$ cat src/rtl/wdog_pkg.sv
`timescale 1ns/1ps
package wdog_pkg;
    localparam int WD_TMO_W  = 16;
    localparam int WD_CNT_W  = WD_TMO_W + 1;
    localparam int WD_DATA_W = 32;

    localparam logic [1:0] SEL_CTRL  = 2'd0;
    localparam logic [1:0] SEL_COUNT = 2'd1;
    localparam logic [1:0] SEL_SVC   = 2'd2;
    localparam logic [1:0] SEL_STAT  = 2'd3;

    localparam logic [15:0] KEY_ARM  = 16'h556C;
    localparam logic [15:0] KEY_FIRE = 16'hAA39;

    typedef struct packed {
        logic [WD_TMO_W-1:0] tmo;
        logic                freeze;
        logic                enable;
        logic                rst_sel;
        logic                pre_on;
    } wd_ctrl_t;

    typedef enum logic {CTL_OPEN, CTL_SEALED} ctl_state_e;
    typedef enum logic {KEY_IDLE, KEY_ARMED} key_state_e;
    typedef enum logic [1:0] {CNT_OFF, CNT_RUN, CNT_HALT} cnt_state_e;

    function automatic logic [WD_CNT_W-1:0] reload_of(input logic [WD_TMO_W-1:0] t);
        if (t == '0)
            reload_of = {1'b1, {WD_TMO_W{1'b0}}};
        else
            reload_of = {1'b0, t};
    endfunction
endpackage

$ cat src/rtl/wdog_ctrl_lock.sv
`timescale 1ns/1ps
module wdog_ctrl_lock
    import wdog_pkg::*;
(
    input  logic                clk,
    input  logic                rst_n,
    input  logic                wr_ctrl,
    input  logic [WD_TMO_W-1:0] tmo_in,
    input  logic [3:0]          flags_in,
    output wd_ctrl_t            ctrl_q,
    output wd_ctrl_t            ctrl_nxt,
    output logic                take
);
    ctl_state_e state, state_nxt;

    assign ctrl_nxt = '{tmo: tmo_in, freeze: flags_in[3], enable: flags_in[2],
                        rst_sel: flags_in[1], pre_on: flags_in[0]};

    always_ff @(posedge clk or negedge rst_n) begin
        if (!rst_n) state <= CTL_OPEN;
        else        state <= state_nxt;
    end

    always_comb begin
        take      = 1'b0;
        state_nxt = state;
        unique case (state)
            CTL_OPEN: begin
                take      = wr_ctrl;
                state_nxt = wr_ctrl ? CTL_SEALED : CTL_OPEN;
            end
            CTL_SEALED: begin
                take      = 1'b0;
                state_nxt = CTL_SEALED;
            end
            default: begin
                take      = 1'b0;
                state_nxt = CTL_SEALED;
            end
        endcase
    end

    always_ff @(posedge clk or negedge rst_n) begin
        if (!rst_n)    ctrl_q <= '0;
        else if (take) ctrl_q <= ctrl_nxt;
    end

    assert_sealed_stable_R2: assert property (@(posedge clk) disable iff (!rst_n)
        (state == CTL_SEALED) |=> $stable(ctrl_q));
    assert_sealed_sticks_R3: assert property (@(posedge clk) disable iff (!rst_n)
        (state == CTL_SEALED) |=> (state == CTL_SEALED));
endmodule

$ cat src/rtl/wdog_key_seq.sv
`timescale 1ns/1ps
module wdog_key_seq
    import wdog_pkg::*;
(
    input  logic        clk,
    input  logic        rst_n,
    input  logic        wr_svc,
    input  logic [15:0] key,
    output logic        reload
);
    key_state_e state, state_nxt;

    always_ff @(posedge clk or negedge rst_n) begin
        if (!rst_n) state <= KEY_IDLE;
        else        state <= state_nxt;
    end

    always_comb begin
        reload    = 1'b0;
        state_nxt = state;
        unique case (state)
            KEY_IDLE: begin
                if (wr_svc && key == KEY_ARM) state_nxt = KEY_ARMED;
            end
            KEY_ARMED: begin
                if (wr_svc) begin
                    reload    = (key == KEY_FIRE);
                    state_nxt = KEY_IDLE;
                end
            end
            default: state_nxt = KEY_IDLE;
        endcase
    end

    assert_fire_disarms_R6: assert property (@(posedge clk) disable iff (!rst_n)
        reload |=> (state == KEY_IDLE));
    assert_idle_no_fire_R6: assert property (@(posedge clk) disable iff (!rst_n)
        (state == KEY_IDLE) |-> !reload);
endmodule

$ cat src/rtl/wdog_down_ctr.sv
`timescale 1ns/1ps
module wdog_down_ctr
    import wdog_pkg::*;
#(
    parameter int PRESC_RATIO = 65536
) (
    input  logic                clk,
    input  logic                rst_n,
    input  wd_ctrl_t            ctrl_q,
    input  wd_ctrl_t            ctrl_nxt,
    input  logic                load,
    input  logic                svc_reload,
    input  logic                dbg_halt,
    output logic [WD_CNT_W-1:0] count,
    output logic                exp_rst,
    output logic                exp_irq
);
    localparam int PRE_W = (PRESC_RATIO > 1) ? $clog2(PRESC_RATIO) : 1;
    localparam logic [PRE_W-1:0] PRE_MAX = PRE_W'(PRESC_RATIO - 1);

    cnt_state_e       st, st_nxt;
    wd_ctrl_t         eff;
    logic             advance, tick, fire;
    logic [PRE_W-1:0] pre_q;

    assign eff = load ? ctrl_nxt : ctrl_q;

    always_comb begin
        if (!eff.enable)                 st_nxt = CNT_OFF;
        else if (eff.freeze && dbg_halt) st_nxt = CNT_HALT;
        else                             st_nxt = CNT_RUN;
    end

    always_ff @(posedge clk or negedge rst_n) begin
        if (!rst_n) st <= CNT_OFF;
        else        st <= st_nxt;
    end

    always_comb begin
        unique case (st)
            CNT_OFF:  advance = 1'b0;
            CNT_RUN:  advance = 1'b1;
            CNT_HALT: advance = 1'b0;
            default:  advance = 1'b0;
        endcase
    end

    assign tick = advance && (!eff.pre_on || pre_q == PRE_MAX);
    assign fire = tick && !load && !svc_reload && (count == WD_CNT_W'(1));

    always_ff @(posedge clk or negedge rst_n) begin
        if (!rst_n)                   pre_q <= '0;
        else if (load || svc_reload)  pre_q <= '0;
        else if (advance && eff.pre_on)
            pre_q <= (pre_q == PRE_MAX) ? '0 : pre_q + 1'b1;
    end

    always_ff @(posedge clk or negedge rst_n) begin
        if (!rst_n)                  count <= reload_of('0);
        else if (load || svc_reload) count <= reload_of(eff.tmo);
        else if (fire)               count <= reload_of(eff.tmo);
        else if (tick)               count <= count - 1'b1;
    end

    always_ff @(posedge clk or negedge rst_n) begin
        if (!rst_n) begin
            exp_rst <= 1'b0;
            exp_irq <= 1'b0;
        end else begin
            exp_rst <= fire && eff.rst_sel;
            exp_irq <= fire && !eff.rst_sel;
        end
    end

    assert_count_in_range_R9: assert property (@(posedge clk) disable iff (!rst_n)
        (count != '0) && (count <= reload_of('0)));
    assert_halt_holds_R10: assert property (@(posedge clk) disable iff (!rst_n)
        (st == CNT_HALT && !load && !svc_reload) |=> $stable(count));
    assert_off_holds_R3: assert property (@(posedge clk) disable iff (!rst_n)
        (st == CNT_OFF && !load && !svc_reload) |=> $stable(count));
    assert_expire_reloads_R8: assert property (@(posedge clk) disable iff (!rst_n)
        (exp_rst || exp_irq) |-> (count == reload_of(ctrl_q.tmo)));
endmodule

$ cat src/rtl/wdog_keyed.sv
`timescale 1ns/1ps
module wdog_keyed
    import wdog_pkg::*;
#(
    parameter int ADDR_W      = 2,
    parameter int PRESC_RATIO = 65536
) (
    input  logic                 clk,
    input  logic                 rst_n,
    input  logic                 reg_wr,
    input  logic [ADDR_W-1:0]    reg_addr,
    input  logic [WD_DATA_W-1:0] reg_wdata,
    output logic [WD_DATA_W-1:0] reg_rdata,
    input  logic                 dbg_halt,
    output logic                 wdt_rst_req,
    output logic                 wdt_irq
);
    logic [1:0]          sel;
    logic                wr_ctrl, wr_svc, wr_stat;
    wd_ctrl_t            ctrl_q, ctrl_nxt;
    logic                take, svc_reload;
    logic [WD_CNT_W-1:0] count;
    logic                stat_q;

    assign sel     = reg_addr[1:0];
    assign wr_ctrl = reg_wr && sel == SEL_CTRL;
    assign wr_svc  = reg_wr && sel == SEL_SVC;
    assign wr_stat = reg_wr && sel == SEL_STAT;

    wdog_ctrl_lock u_lock (
        .clk      (clk),
        .rst_n    (rst_n),
        .wr_ctrl  (wr_ctrl),
        .tmo_in   (reg_wdata[31:16]),
        .flags_in (reg_wdata[3:0]),
        .ctrl_q   (ctrl_q),
        .ctrl_nxt (ctrl_nxt),
        .take     (take)
    );

    wdog_key_seq u_keys (
        .clk    (clk),
        .rst_n  (rst_n),
        .wr_svc (wr_svc),
        .key    (reg_wdata[15:0]),
        .reload (svc_reload)
    );

    wdog_down_ctr #(.PRESC_RATIO(PRESC_RATIO)) u_ctr (
        .clk        (clk),
        .rst_n      (rst_n),
        .ctrl_q     (ctrl_q),
        .ctrl_nxt   (ctrl_nxt),
        .load       (take),
        .svc_reload (svc_reload),
        .dbg_halt   (dbg_halt),
        .count      (count),
        .exp_rst    (wdt_rst_req),
        .exp_irq    (wdt_irq)
    );

    always_ff @(posedge clk or negedge rst_n) begin
        if (!rst_n)                         stat_q <= 1'b0;
        else if (wdt_rst_req)               stat_q <= 1'b1;
        else if (wr_stat && reg_wdata[0])   stat_q <= 1'b0;
    end

    always_comb begin
        unique case (sel)
            SEL_CTRL:  reg_rdata = {ctrl_q.tmo, 12'h000, ctrl_q.freeze, ctrl_q.enable,
                                   ctrl_q.rst_sel, ctrl_q.pre_on};
            SEL_COUNT: reg_rdata = {{(WD_DATA_W-WD_CNT_W){1'b0}}, count};
            SEL_SVC:   reg_rdata = '0;
            SEL_STAT:  reg_rdata = {{(WD_DATA_W-1){1'b0}}, stat_q};
            default:   reg_rdata = '0;
        endcase
    end

    assert_one_action_R7: assert property (@(posedge clk) disable iff (!rst_n)
        !(wdt_rst_req && wdt_irq));
    assert_status_follows_R11: assert property (@(posedge clk) disable iff (!rst_n)
        wdt_rst_req |=> stat_q);
endmodule

$ cat config.mk
export PLATFORM = sky130hd
export DESIGN_NAME = wdog_keyed
export DESIGN_NICKNAME = d
export VERILOG_FILES = /design/src/rtl/wdog_pkg.sv /design/src/rtl/wdog_ctrl_lock.sv /design/src/rtl/wdog_key_seq.sv /design/src/rtl/wdog_down_ctr.sv /design/src/rtl/wdog_keyed.sv
export SDC_FILE = /design/constraint.sdc
export NUM_CORES = 1
export LEC_CHECK = 0
export ABC_CLOCK_PERIOD_IN_PS = 3450
export BUFFER_PORTS_ARGS = -buffer_cell sky130_fd_sc_hd__clkbuf_2
export CAP_MARGIN = 20
export CORE_UTILIZATION = 61
export DETAILED_ROUTE_END_ITERATION = 8
export PLACE_DENSITY = 0.86
export SYNTH_ARGS = -nofsm -noshare
export SYNTH_HDL_FRONTEND = slang
export SYNTH_HIERARCHICAL = 1
export SYNTH_SLANG_ARGS = --single-unit
$ cat constraint.sdc
create_clock -name clk -period 3.45 [get_ports clk]
set_input_delay 0.69 -clock clk [delete_from_list [all_inputs] [get_ports clk]]
set_output_delay 0.69 -clock clk [all_outputs]
set_load 0.03 [all_outputs]
==> results of run 1 <==
==> routing by layer <==
layer / GRT usage (%) / vias to the layer above / wire length [um]
li1: - / 1612 / -
met1: 40.59 / 1666 / 4383
met2: 47.02 / 189 / 4533
met3: 5.935 / 42 / 736
met4: 11.40 / 0 / 315
met5: 0 / - / 0
==> power groups by stage <==
stage	sequential (mW)	clock (mW)	combinational, mW
4_1_cts	1.06	0.697	0.770
5_1_grt	1.09	0.734	0.850
2_1_floorplan	0.991	0	0.595
3_3_place_gp	1.06	0	0.745
3_5_place_dp	1.07	0	0.758
6_report	1.07	0.696	0.781
==> worst paths after layout <==
check                                       end  slack [ns]            from
max in group asynchronous        u_ctr/count[9]        2.11           rst_n
worst min-delay path              u_ctr/exp_irq        0.46           rst_n
worst min register to register   u_ctr/pre_q[4]        0.48  u_ctr/pre_q[4]
min in group clk                 u_ctr/pre_q[4]        0.48  u_ctr/pre_q[4]
worst max register to register  u_ctr/count[11]        0.97  u_ctr/pre_q[8]
worst max-delay path            u_ctr/count[16]        0.53     reg_addr[1]
==> area by class of cell <==
type | count | share of cell area (%)
Inverter | 6 | 0.5010
Timing Repair Buffer | 82 | 9.741
Clock buffer | 13 | 3.980
Multi-Input combinational cell | 301 | 49.26
Clock inverter | 3 | 0.9463
Sequential cell | 60 | 33.43
Tap cell | 77 | 2.143
==> sequential cells by signal, summed over array words and instances, names as in the netlist, 2 cells and up <==
signal and flops:
u_ctr/count 17, u_lock/ctrl_q 20, u_ctr/pre_q 16, u_ctr/st 2
==> per-stage QoR <==
| stage | util [%] | total power, mW |
|---|---|---|
| floorplan | - | 1.587 |
| global placement | 66.93 | 1.808 |
| detailed placement | 66.93 | 1.825 |
| CTS | 70.40 | 2.524 |
| global route | 70.40 | 2.672 |
| finish | 70.40 | 2.545 |
==> placed cells by master, fill, tap and decap left out, types with 3 or more instances in the layout <==
cell       n
o211ai_1   4
mux2_4    19
nor2b_1    3
inv_1      6
ha_1       3
buf_4     11
and3_1     4
nand4_1    6
nand2b_1   6
o21ai_0   24
a22oi_1    3
mux2i_1   17
nor2_1    20
a32oi_1    3
and2_1    32
or2_2      3
dfrtp_1   59
nor3_1    14
clkbuf_8  13
mux2_2     5
nand2_1   23
a211o_1    5
o41ai_1    5
a21oi_1    7
nand3_1   17
nor4_1    12
clkbuf_2  71
or3_1      4
o31ai_1    9
==> worst max-delay path, cell delays in order <==
cell and delay, ns:
clkbuf_2 0.20, nor2_4 0.16, and2_1 0.16, nor2b_4 0.43
mux2_2 0.41, or4_1 0.57, nor4_1 0.27, mux2i_1 0.12
a2bb2oi_1 0.18
==> run_results.csv, run 1 <==
group,metric,value,unit
cells_and_area,drive_above_1_share,31.61,%
global_routing,grt_pass1_vias,3335,
critical_path,critPathLaunchType,"primary input",
cells_and_area,fill_cells,468,
power,irDropWorstVdd,0.0003535,V
power,seq_power_share,42.0,%
die,die-height,83.47,um
global_routing,antenna_found_initial,0,
clock_tree,clk_pin_slew,0.07,ns
die,die_area,6967,um2
route,finalWirelength,9968,um
global_routing,grt_pass1_wl,16560,um
timing,hold_slack,0.4618,ns
cells_and_area,multiInputGateArea,2215,um2
synth,syn_inst,407,
timing,setup_tns,0,ns
route,vias,3509,
power,clkPwrFrac,27.4,%
power,power_switching,931.4,uW
timing,slew_violations,0,
power,p_leak,1.979,nW
placement,post-place-ws,0.2654,ns
placement,placed_area,4274,um2
route,postRouteAntennaNets,0,
clock_tree,cts_buffers,9,
outcome,outcome,"completed",
critical_path,worstSetupPathType,"in2reg",
power,switching_share,36.60,%
critical_path,path_max_fanout,16,
route,dr.pass1.iters,5,
die,rows,29,
die,core_area,6386,um2
clock_tree,cts_tree,"yes",
synth,yosys_warnings,6,
cells_and_area,ff_latch_area,1503,um2
timing,finalHoldViolations,0,
clock_tree,clock-sinks,60,
clock_tree,htreeDepth,3,
cells_and_area,area_growth,11.03,%
global_routing,grt_use_total,29.73,%
timing,finalCriticalPeriod,2.920,ns
cells_and_area,antenna_cells,0,
clock_tree,postCtsSetupRepairBufs,0,
placement,io_buffers,71,
route,drc,0,
cells_and_area,stdcell_count,542,
route,vias_per_cell,6.474,
placement,dp_hpwl,6896,um
power,p_int,1.613,mW
cells_and_area,layout.nets,501,
placement,placedCellCount,526,
synth,synth_area,4049,um2
timing,relSlewSlack,40.29,%
timing,clock_skew,0.009269,ns
critical_path,critical_path.endpoint_type,"flip-flop",
timing,finalSetupViolations,0,
die,start_util,63.40,%
timing,fin_crit_sh,84.63,%
cells_and_area,finalInstanceArea,4496,um2
clock_tree,clock_latency,0.34,ns
clock_tree,cts.repair.resized,0,
clock_tree,cts_buffer_depth,2,
worst_hold_path,min_path_type,"in2async",
global_routing,grt_max_degree,36,
die,io-pin-count,72,
synth,synth_fp_nets,448,
timing,max_freq,0.3425,GHz
route,drtIter0Drc,432,
timing,rsz0062_at_grt,"no",
global_routing,grt_overflow_total,0,
die,die_w,83.47,um
placement,gp_congestion,0.9255,
critical_path,r2r_cells,6,
synth,syn_avg_cell_area,9.948,um2
critical_path,cp.arrival,3.18,ns
flow_run,drv_cap,0,
power,powerDensity,566.0,nW/um2
timing,max_slew.worst_pin.slew,0.8957,ns
power,pwr-share-comb,30.7,%
route,wl_per_cell,18.39,um
clock_tree,cts_hold_repair.buffers,0,
critical_path,cp.required,3.71,ns
timing,setup_slack,0.5301,ns
clock_tree,cts_root_buffer,"clkbuf_8",
Power figures use the tool's default switching activity.
==> run 2: changes to the inputs <==
- ABC_AREA: unset -> 1
- ABC_CLOCK_PERIOD_IN_PS: 3450 -> 2400
- CORE_UTILIZATION: 61 -> 52
- PLACE_DENSITY: 0.86 -> 0.78
- clock period: 3.45 -> 2.4 ns (I/O delays scaled with it)
==> run_results.csv, run 2 <==
group,metric,value,unit
synth,syn_avg_cell_area,6.711,um2
power,irDropWorstVdd,0.0002746,V
clock_tree,cts.repair.resized,0,
cells_and_area,layout.nets,744,
route,drtIter0Drc,336,
global_routing,grt_pass1_wl,17600,um
critical_path,crit_buf_inv,4,
synth,muxShareOfSynthArea,0.4639,%
timing,finalHoldViolations,0,
cells_and_area,ff_latch_area,1503,um2
critical_path,ff2ff_setup_slack,0.47,ns
die,io-pin-count,72,
flow_run,drv_cap,0,
cells_and_area,layout_common_cells,"nand2_1, inv_1, clkbuf_2",
timing,clock_skew,0.01023,ns
timing,relSlewSlack,49.15,%
synth,synth_fp_nets,684,
synth,ys.flop_type,"dfrtp_1",
cells_and_area,antenna_cells,0,
critical_path,critPathLaunchType,"primary input",
critical_path,worstPathCellList,"clkbuf_2, nor2_2, inv_2, nor2_1, nand2_1, inv_1, nand2_1, nand2_1, nand2_1, nand2_1, inv_1, nor2_1, nor3_1",
synth,yosys_warnings,6,
synth,synth_seq_cells,60,
timing,slew_violations,0,
route,finalWirelength,10230,um
die,die_w,93.10,um
cells_and_area,multiInputGateArea,2165,um2
route,drc,0,
cells_and_area,fill_cells,737,
clock_tree,clk_pin_slew,0.07,ns
critical_path,critical_path.endpoint_type,"flip-flop",
route,vias,4138,
die,core_area,7888,um2
clock_tree,clock_latency,0.34,ns
synth,synth_compound_area_share,7.683,%
synth,synth_simple_gate_area_share,39.11,%
route,postRouteAntennaNets,0,
synth,syn_inst,643,
global_routing,antenna_found_initial,0,
synth,synth_edf_count,0,
global_routing,grt_pass1_vias,3902,
critical_path,crit_path_max_incr_delay,0.33,ns
global_routing,grt_overflow_total,0,
clock_tree,cts_buffers,9,
synth,synth_commonest_cells,"nand2_1, inv_1, nor2_1, nand3_1, dfrtp_1",
critical_path,worstSetupPathType,"in2reg",
synth,yosys.area.top_type,"dfrtp_1",
cells_and_area,regMostFlops,"u_lock/ctrl_q",
placement,placed_area,4653,um2
synth,ys_seq_area_share,34.82,%
cells_and_area,reg_top3,"u_lock/ctrl_q: 20 flops, u_ctr/count: 17 flops, u_ctr/pre_q: 16 flops",
critical_path,cp.required,2.62,ns
critical_path,crit_top_cell,"nand2_1",
route,wl_per_cell,12.63,um
route,vias_per_cell,5.109,
clock_tree,clock-sinks,60,
synth,async_flop_share,100.0,%
die,start_util,54.71,%
clock_tree,postCtsSetupRepairBufs,0,
clock_tree,cts_root_buffer,"clkbuf_8",
cells_and_area,final_common_cell,"nand2_1",
placement,io_buffers,71,
cells_and_area,drive_above_1_share,20.76,%
route,dr.pass1.iters,5,
cells_and_area,final_util,61.25,%
worst_hold_path,min_path_type,"in2async",
clock_tree,cts_hold_repair.buffers,0,
critical_path,cp.arrival,2.29,ns
cells_and_area,area_growth,11.95,%
placement,dp_hpwl,7667,um
synth,synth_most_common_cell,"nand2_1",
synth,synth-xor-area-share,2.030,%
cells_and_area,finalInstanceArea,4831,um2
global_routing,grt_max_degree,61,
clock_tree,htreeDepth,3,
synth,synth-adder-area-share,0.8698,%
die,rows,32,
timing,max_freq,0.4822,GHz
cells_and_area,largest_reg_flops,20,
placement,gp_congestion,0.9214,
timing,max_slew.worst_pin.slew,0.7627,ns
power,p_leak,2.615,nW
synth,synth_top_area_share,34.21,%
timing,fin_crit_sh,86.41,%
critical_path,crit_start,"reg_addr[1]",
critical_path,r2r-start,"u_ctr/pre_q[0]",
timing,finalCriticalPeriod,2.074,ns
critical_path,cpLargestDelayFamily,"simple AND/OR/NAND/NOR gates",
synth,synth_area,4315,um2
synth,ys_top_cells_by_area,"dfrtp_1, nand2_1, inv_1, nand3_1, nor2_1",
timing,rsz0062_at_grt,"no",
outcome,outcome,"completed",
critical_path,slowest_stage,"nand2_1",
power,powerDensity,402.6,nW/um2
clock_tree,cts_tree,"yes",
synth,ys_types,47,
synth,synth_top_family_by_area,"simple AND/OR/NAND/NOR gates",
timing,finalSetupViolations,0,
critical_path,path_max_fanout,13,
die,die_area,8667,um2
die,die-height,93.10,um
clock_tree,cts_buffer_depth,2,
global_routing,grt_use_total,25.53,%
run 2: path summary, 6_finish.rpt:
kind,to,cells after the start
setup / recovery,u_ctr/pre_q[5],13
hold / removal,u_ctr/pre_q[1],2
setup reg to reg,u_ctr/count[10],10
hold reg to reg,stat_q,2
max in group asynchronous,u_lock/ctrl_q[5],2
min in group clk,u_lock/ctrl_q[9],3
run 2: layer usage:
metal | track usage [%] | share of wire (%) | vias to the layer above
met5 | 0 | 0 | -
met4 | 9.872 | 1.5 | 0
met3 | 3.740 | 5.7 | 15
met2 | 40.99 | 47 | 140
met1 | 34.73 | 46 | 1893
li1 | - | - | 2090
run 2: cell type report:
class                           count  area share (%)
Multi-Input combinational cell    443           44.81
Timing Repair Buffer               87           9.842
Sequential cell                    60           31.11
Clock buffer                       10           2.849
Inverter                          102           7.925
Clock inverter                      6          0.8288
Tap cell                          102           2.642
run 2: cells by family (layout without fill, tap and decap cells):
logic type / after synthesis / count (layout)
AOI/OAI and AO/OA: 52 / 52
xor gates and xnor gates: 10 / 10
adders and majority gates: 3 / 3
buffers and inverters: 140 / 205
DFF: 60 / 60
muxes: 2 / 2
and+or+nand+nor: 376 / 376
run 2: worst reg2reg max path: stages, from the launching register on:
cell	delay [ns]
dfrtp_1	0.39
ha_1	0.18
nand2_1	0.08
nor2_2	0.16
nand2_2	0.14
o21ai_4	0.22
nand2_4	0.10
o21bai_4	0.29
nand2_1	0.11
nand3_1	0.09
nand2_1	0.05
run 2: per-stage QoR:
| stage | setup slack (ns) | cells | hold WS, ns | power, mW | setup TNS (ns) |
|---|---|---|---|---|---|
| after floorplan | 0.05397 | 643 | 0.1844 | 1.096 | 0 |
| after global routing | 0.06976 | 810 | 0.3517 | 2.028 | 0 |
| after CTS | 0.3365 | 810 | 0.3171 | 1.961 | 0 |
| final | 0.3261 | 810 | 0.2816 | 1.945 | 0 |
| after detailed placement | -0.01640 | 794 | 0.4759 | 1.146 | -0.03109 |
| after global placement | 0.08984 | 794 | 0.4620 | 1.143 | 0 |
run 2: where the power goes:
| part | leakage [nW] | switching, mW | internal, mW | total, mW |
|---|---|---|---|---|
| sequential | 0.803 | 0.000621 | 1.01 | 1.01 |
| combinational | 1.72 | 0.0763 | 0.0357 | 0.112 |
| clock | 0.0920 | 0.421 | 0.400 | 0.821 |
